`src/rtl/memmap_pkg.sv`:
```
package memmap_pkg;
   // bit positions inside the control value (bank enables occupy bits 0..NUM_BANKS-1)
   localparam int CTRL_ROM_OFF_BIT   = 5;
   localparam int CTRL_JUMP_CLR_BIT  = 6;

   typedef struct packed {
      logic ram;
      logic rom;
      logic ext;
   } mem_sel_t;
endpackage

```
`src/rtl/memmap_ctrl_reg.sv`:
```
module memmap_ctrl_reg #(
   parameter int NUM_BANKS = 4,
   parameter int IO_AW     = 8,
   parameter int DATA_W    = 8,
   parameter logic [IO_AW-1:0] CTRL_PORT = 8'h16
) (
   input  logic                 clk,
   input  logic                 rst_n,
   input  logic                 io_wr,
   input  logic [IO_AW-1:0]     io_addr,
   input  logic [DATA_W-1:0]    io_wdata,
   output logic [NUM_BANKS-1:0] bank_en_o,
   output logic                 rom_off_o,
   output logic                 jump_o
);
   import memmap_pkg::*;

   generate
      if (NUM_BANKS > CTRL_ROM_OFF_BIT) begin : g_bad_banks
         $error("NUM_BANKS overlaps the EPROM control bit");
      end
      if (DATA_W <= CTRL_JUMP_CLR_BIT) begin : g_bad_width
         $error("DATA_W too narrow for the control bits");
      end
   endgenerate

   logic hit_w;
   assign hit_w = io_wr && (io_addr == CTRL_PORT);

   always_ff @(posedge clk) begin
      if (!rst_n) begin
         bank_en_o <= '0;
         rom_off_o <= 1'b0;
         jump_o    <= 1'b1;
      end else if (hit_w) begin
         bank_en_o <= io_wdata[NUM_BANKS-1:0];
         rom_off_o <= io_wdata[CTRL_ROM_OFF_BIT];
         if (io_wdata[CTRL_JUMP_CLR_BIT]) jump_o <= 1'b0;
      end
   end

   // once cleared, the jump condition never returns without reset
   assert_jump_sticky_R6: assert property (@(posedge clk) disable iff (!rst_n)
      !jump_o |=> !jump_o);

   // register keeps its value when the port is not written
   assert_hold_wrong_port_R2: assert property (@(posedge clk) disable iff (!rst_n)
      !(io_wr && io_addr == CTRL_PORT) |=> $stable(bank_en_o) && $stable(rom_off_o));
endmodule

```
`src/rtl/memmap_decode.sv`:
```
module memmap_decode #(
   parameter int ADDR_W       = 16,
   parameter int NUM_BANKS    = 4,
   parameter int ROM_WIN_LOG2 = 12,
   parameter int ROM_DEV_LOG2 = 12
) (
   input  logic                    clk,
   input  logic                    rst_n,
   input  logic [ADDR_W-1:0]       mem_addr,
   input  logic                    mem_req,
   input  logic [NUM_BANKS-1:0]    bank_en,
   input  logic                    rom_off,
   input  logic                    jump,
   output memmap_pkg::mem_sel_t    sel,
   output logic [ROM_DEV_LOG2-1:0] rom_addr
);
   localparam int BANK_BITS = $clog2(NUM_BANKS);

   generate
      if (NUM_BANKS < 2 || (1 << BANK_BITS) != NUM_BANKS) begin : g_bad_banks
         $error("NUM_BANKS must be a power of two, at least 2");
      end
      if (ROM_DEV_LOG2 > ROM_WIN_LOG2 || ROM_WIN_LOG2 >= ADDR_W) begin : g_bad_rom
         $error("ROM device must fit the window and the window the address space");
      end
   endgenerate

   logic [BANK_BITS-1:0] bank_idx;
   logic [NUM_BANKS-1:0] bank_hit;
   logic                 rom_win;
   logic                 rom_hit;
   logic                 ram_hit;

   assign bank_idx = mem_addr[ADDR_W-1 -: BANK_BITS];
   assign rom_win  = &mem_addr[ADDR_W-1:ROM_WIN_LOG2];

   generate
      for (genvar b = 0; b < NUM_BANKS; b++) begin : g_bank
         assign bank_hit[b] = (bank_idx == BANK_BITS'(b)) && bank_en[b];
      end
      if (ROM_DEV_LOG2 < ROM_WIN_LOG2) begin : g_rom_mirror
         // incomplete decode: upper window bits are dropped, image repeats
         assign rom_addr = mem_addr[ROM_DEV_LOG2-1:0];
      end else begin : g_rom_full
         assign rom_addr = mem_addr[ROM_WIN_LOG2-1:0];
      end
   endgenerate

   assign ram_hit = |bank_hit;
   assign rom_hit = jump || (!rom_off && rom_win);

   always_comb begin
      sel = '0;
      if (mem_req) begin
         if (rom_hit)      sel.rom = 1'b1;
         else if (ram_hit) sel.ram = 1'b1;
         else              sel.ext = 1'b1;
      end
   end

   assert_one_select_R8: assert property (@(posedge clk) disable iff (!rst_n)
      mem_req |-> $countones({sel.ram, sel.rom, sel.ext}) == 1);
   assert_idle_quiet_R8: assert property (@(posedge clk) disable iff (!rst_n)
      !mem_req |-> sel == '0);
   assert_jump_rom_R6: assert property (@(posedge clk) disable iff (!rst_n)
      (mem_req && jump) |-> sel.rom);
   assert_rom_gone_R5: assert property (@(posedge clk) disable iff (!rst_n)
      (mem_req && !jump && rom_off) |-> !sel.rom);
endmodule

```
`src/rtl/memmap_ctrl.sv`:
```
module memmap_ctrl #(
   parameter int ADDR_W       = 16,
   parameter int NUM_BANKS    = 4,
   parameter int IO_AW        = 8,
   parameter int DATA_W       = 8,
   parameter int ROM_WIN_LOG2 = 12,
   parameter int ROM_DEV_LOG2 = 12,
   parameter logic [IO_AW-1:0] CTRL_PORT = 8'h16
) (
   input  logic                    clk,
   input  logic                    rst_n,
   input  logic [ADDR_W-1:0]       mem_addr,
   input  logic                    mem_req,
   input  logic                    io_wr,
   input  logic [IO_AW-1:0]        io_addr,
   input  logic [DATA_W-1:0]       io_wdata,
   output logic                    ram_sel,
   output logic                    rom_sel,
   output logic                    ext_sel,
   output logic [ROM_DEV_LOG2-1:0] rom_addr
);
   logic [NUM_BANKS-1:0] bank_en;
   logic                 rom_off;
   logic                 jump;
   memmap_pkg::mem_sel_t sel;

   memmap_ctrl_reg #(
      .NUM_BANKS(NUM_BANKS), .IO_AW(IO_AW), .DATA_W(DATA_W), .CTRL_PORT(CTRL_PORT)
   ) reg_i (
      .clk(clk), .rst_n(rst_n), .io_wr(io_wr), .io_addr(io_addr), .io_wdata(io_wdata),
      .bank_en_o(bank_en), .rom_off_o(rom_off), .jump_o(jump)
   );

   memmap_decode #(
      .ADDR_W(ADDR_W), .NUM_BANKS(NUM_BANKS),
      .ROM_WIN_LOG2(ROM_WIN_LOG2), .ROM_DEV_LOG2(ROM_DEV_LOG2)
   ) dec_i (
      .clk(clk), .rst_n(rst_n), .mem_addr(mem_addr), .mem_req(mem_req),
      .bank_en(bank_en), .rom_off(rom_off), .jump(jump),
      .sel(sel), .rom_addr(rom_addr)
   );

   assign ram_sel = sel.ram;
   assign rom_sel = sel.rom;
   assign ext_sel = sel.ext;

   // reset state: jump condition forces every request to the EPROM
   assert_reset_rom_R1: assert property (@(posedge clk) disable iff (!rst_n)
      ($past(!rst_n) && mem_req) |-> rom_sel);
endmodule

```
`config.mk`:
```
export PLATFORM = sky130hd
export DESIGN_NAME = memmap_ctrl
export DESIGN_NICKNAME = d
export VERILOG_FILES = /design/src/rtl/memmap_pkg.sv /design/src/rtl/memmap_ctrl_reg.sv /design/src/rtl/memmap_decode.sv /design/src/rtl/memmap_ctrl.sv
export SDC_FILE = /design/constraint.sdc
export NUM_CORES = 1
export LEC_CHECK = 0
export CAP_MARGIN = 20
export CORE_AREA = 3 3 48 50
export CTS_CLUSTER_DIAMETER = 80
export CTS_CLUSTER_SIZE = 12
export DETAILED_ROUTE_END_ITERATION = 6
export DIE_AREA = 0 0 51 53
export GPL_TIMING_DRIVEN = 0
export HOLD_SLACK_MARGIN = 0.02
export PLACE_DENSITY_LB_ADDON = 0.3
export SYNTH_ARGS = -nofsm -noshare
export SYNTH_HDL_FRONTEND = slang
export SYNTH_SLANG_ARGS = --single-unit
```
`constraint.sdc`:
```
create_clock -name clk -period 1.11 [get_ports clk]
set_clock_uncertainty 0.05 [all_clocks]
set_input_delay 0.222 -clock clk [delete_from_list [all_inputs] [get_ports clk]]
set_output_delay 0.222 -clock clk [all_outputs]
set_load 0.02 [all_outputs]
```
==> results.toml <==
[yosys]
synth_area_um2 = 413
synth_area_leader_cell = "dfxtp_1"
seq_area_frac_synth_pct = 29.1
synth.top_cell.area_share_pct = 29.1
syn_area_per_cell_um2 = 8.98
ff_latch_count_synth = 6
post_synth_main_area_contributors = "dfxtp_1, buf_4, mux2i_1, nand2_1, mux4_2"
ys.warnings.count = 0
synth.most_common_cell = "buf_4"
netlist_top_cells_count = "buf_4, nand2_1, dfxtp_1"
synth_cells = 46
yosys.cell_types.count = 15
synthFlopType = "dfxtp_1"
synth-edff-count = 0
synth_nets = 82
async_flop_share_pct = 0

[drt]
drt_iter0_markers = 0
drt.antenna.violating_nets = 0
routed_via_density = 3.97
dr_wl_met3_um = 186
dr_total_vias = 449
remaining_drc_errors = 0
finalWirelength_um = 1140
top_layer_used = "met4"
wl_met1_um = 375
routedWlPerCell_um = 10.1
met2WireLength_um = 568
drt_pass1_iterations = 1

[setup_path]
path_cells = "mux4_2, and3b_2, buf_6"
worstSetupPathType = "flop to output port"
cp.required_ns = 0.84
cpMaxStageDelayCell = "mux4_2"
worst_setup_path_end_kind = "output port"
cp.arrival_ns = 1.38
worst_setup_path_start_kind = "flop"
critical_path.max_stage_delay_ns = 0.47
timing.critical_path.buf_inv = 1
top_fanout_value_on_the_critical_path = 2
critPathTopFamily = "multiplexers"

[floorplan]
start_util_pct = 21.3
floorplan.die_area_mm2 = 0.00270
fp.coreArea_mm2 = 0.00194
chipWidth_um = 51
num_rows = 16
num_io_pins = 51
die_h_um = 53

[grt]
global_route.usage.total_pct = 8.64
grt_first_pass_wirelength_um = 1680
overflow_left_after_global_routing = 0
initial_antenna_violation_count = 0
grt_max_degree = 11
vias_in_the_first_global_route = 446

[clocking]
clk_pin_slew_worst_paths_ns = 0.04
cts_root_buffer = "clkbuf_4"
cts-hold-fix-buffers = 0
h_tree_levels = 1
cts.sinks = 6
cts_tree = "done"
numCtsBuffers = 3
cts.path.max_buffers = 2
clock_latency_ns = 0.24

[placement]
detailed_place_hpwl_um = 962
dpl-instance-area_um2 = 811
weighted_congestion_reported_at_the_end_of_routability_driven_placement = 0.720
port_bufs = 36
place_worst_setup_slack_ns = -1.25

[pwr]
vdd_drop_max_uv = 289
power.static_leakage_nw = 0.400
power-per-cell-area_mw_per_mm2 = 719

[timing]
setup_viol = 3
hold_viol_final = 0
worst_max_slew_pin_slew_ns = 0.196
setup_slack_ns = -0.540
layout_min_cycle_time_ns = 1.65
period_share_pct = 149
number_of_max_slew_violations_in_the_final_report = 0
grt_setup_unrepaired = "yes"
timing.fmax_mhz = 606
slew_headroom_pct = 86.8

[final_layout]
postLayoutCellArea_um2 = 826
design.final.nets = 124
area_delta_synth_final_pct = 100
post_route_cells_drive_above_1_share_pct = 34.9
diodes_inserted = 0
fill_cells = 210

[outcome]
status = "finished, violations left"
violated_checks = "setup timing"

[min_path]
min-delay-path-class = "flop to flop"

[flow_run]
cap_violations = 0
-- registers in the layout, indices dropped and copies added, names as in the netlist --
register / count
reg_i.bank_en_o: 4
reg_i.jump_o: 1
reg_i.rom_off_o: 1
-- layout make-up --
class,instances,area (um2),share of cell area [%]
Tap cell,27,33.8,4.09
Timing Repair Buffer,37,338,40.9
Sequential cell,6,120,14.5
Buffer,14,106,12.9
Clock buffer,3,22.5,2.73
Multi-Input combinational cell,26,205,24.8
-- through the flow --
step                util [%]  setup TNS (ns)  power [mW]  cells  hold WS (ns)
floorplan                  -          -0.361       0.303     46         0.274
finish                  42.5           -1.45       0.594    113         0.402
global placement        41.8           -6.52       0.426    109         0.391
detailed placement      41.8           -6.81       0.429    109         0.394
CTS                     42.7           -1.50       0.610    113         0.405
global route            42.5           -1.58       0.629    113         0.425
-- cells in the final DEF, fill, tap and decap left out --
cell	synthesis	routed
nor2b_1	2	1
clkdlybuf4s50_1	0	9
dlymetal6s2s_1	0	2
a21oi_2	0	1
buf_4	12	13
nand2_1	10	10
buf_2	0	1
and4b_1	2	2
and3b_2	0	1
dfxtp_1	6	6
nor3b_2	0	1
mux4_2	1	1
and3_2	1	1
dlygate4sd2_1	0	19
a31oi_1	1	1
clkbuf_2	0	3
nor4bb_1	1	1
nor2b_4	0	1
clkbuf_4	0	3
buf_6	1	4
mux2i_1	5	5
-- report_power, final --
part	total (mW)	leakage, nW	switching, mW	internal [mW]
Combinational	0.178	0.338	0.0668	0.111
Sequential	0.217	0.0483	0.000122	0.216
Clock	0.199	0.0138	0.0766	0.122
-- worst reg2reg max path: stages (launching register included) --
cell	delay (ns)
dfxtp_1	0.31
nor2b_1	0.11
a31oi_1	0.04
-- metal layers --
| layer | global-route usage, % | vias up |
|---|---|---|
| met1 | 8.28 | 184 |
| met5 | 0 | - |
| met4 | 5.38 | 0 |
| li1 | - | 226 |
| met3 | 4.51 | 2 |
| met2 | 14.6 | 37 |
-- final timing paths --
path,start,endpoint,slack (ns),cells after the start
hold reg to reg,reg_i.rom_off_o,reg_i.rom_off_o,0.40,2
setup reg to reg,reg_i.jump_o,reg_i.jump_o,0.48,2
hold / removal,reg_i.rom_off_o,reg_i.rom_off_o,0.40,2
setup / recovery,reg_i.bank_en_o[3],ext_sel,-0.54,3
-- timing repair --
item | 4_1_cts | 5_1_grt
gates resized for setup | 45 | 8
gates cloned | 0 | 0
pin swaps | 3 | 3
buffers inserted | 1 | 0
endpoints found under the setup margin | 21 | 7
-- logic make-up (layout without fill, tap and decap cells) --
group | Yosys count | after routing | synth area share (%)
buffers and inverters | 14 | 54 | 25.5
AOI/OAI and AO/OA | 2 | 2 | 2.73
muxes | 6 | 6 | 17.6
DFF | 6 | 6 | 29.1
and+or+nand+nor | 18 | 18 | 25.2
Note: power is estimated with default switching activity, not from simulation.
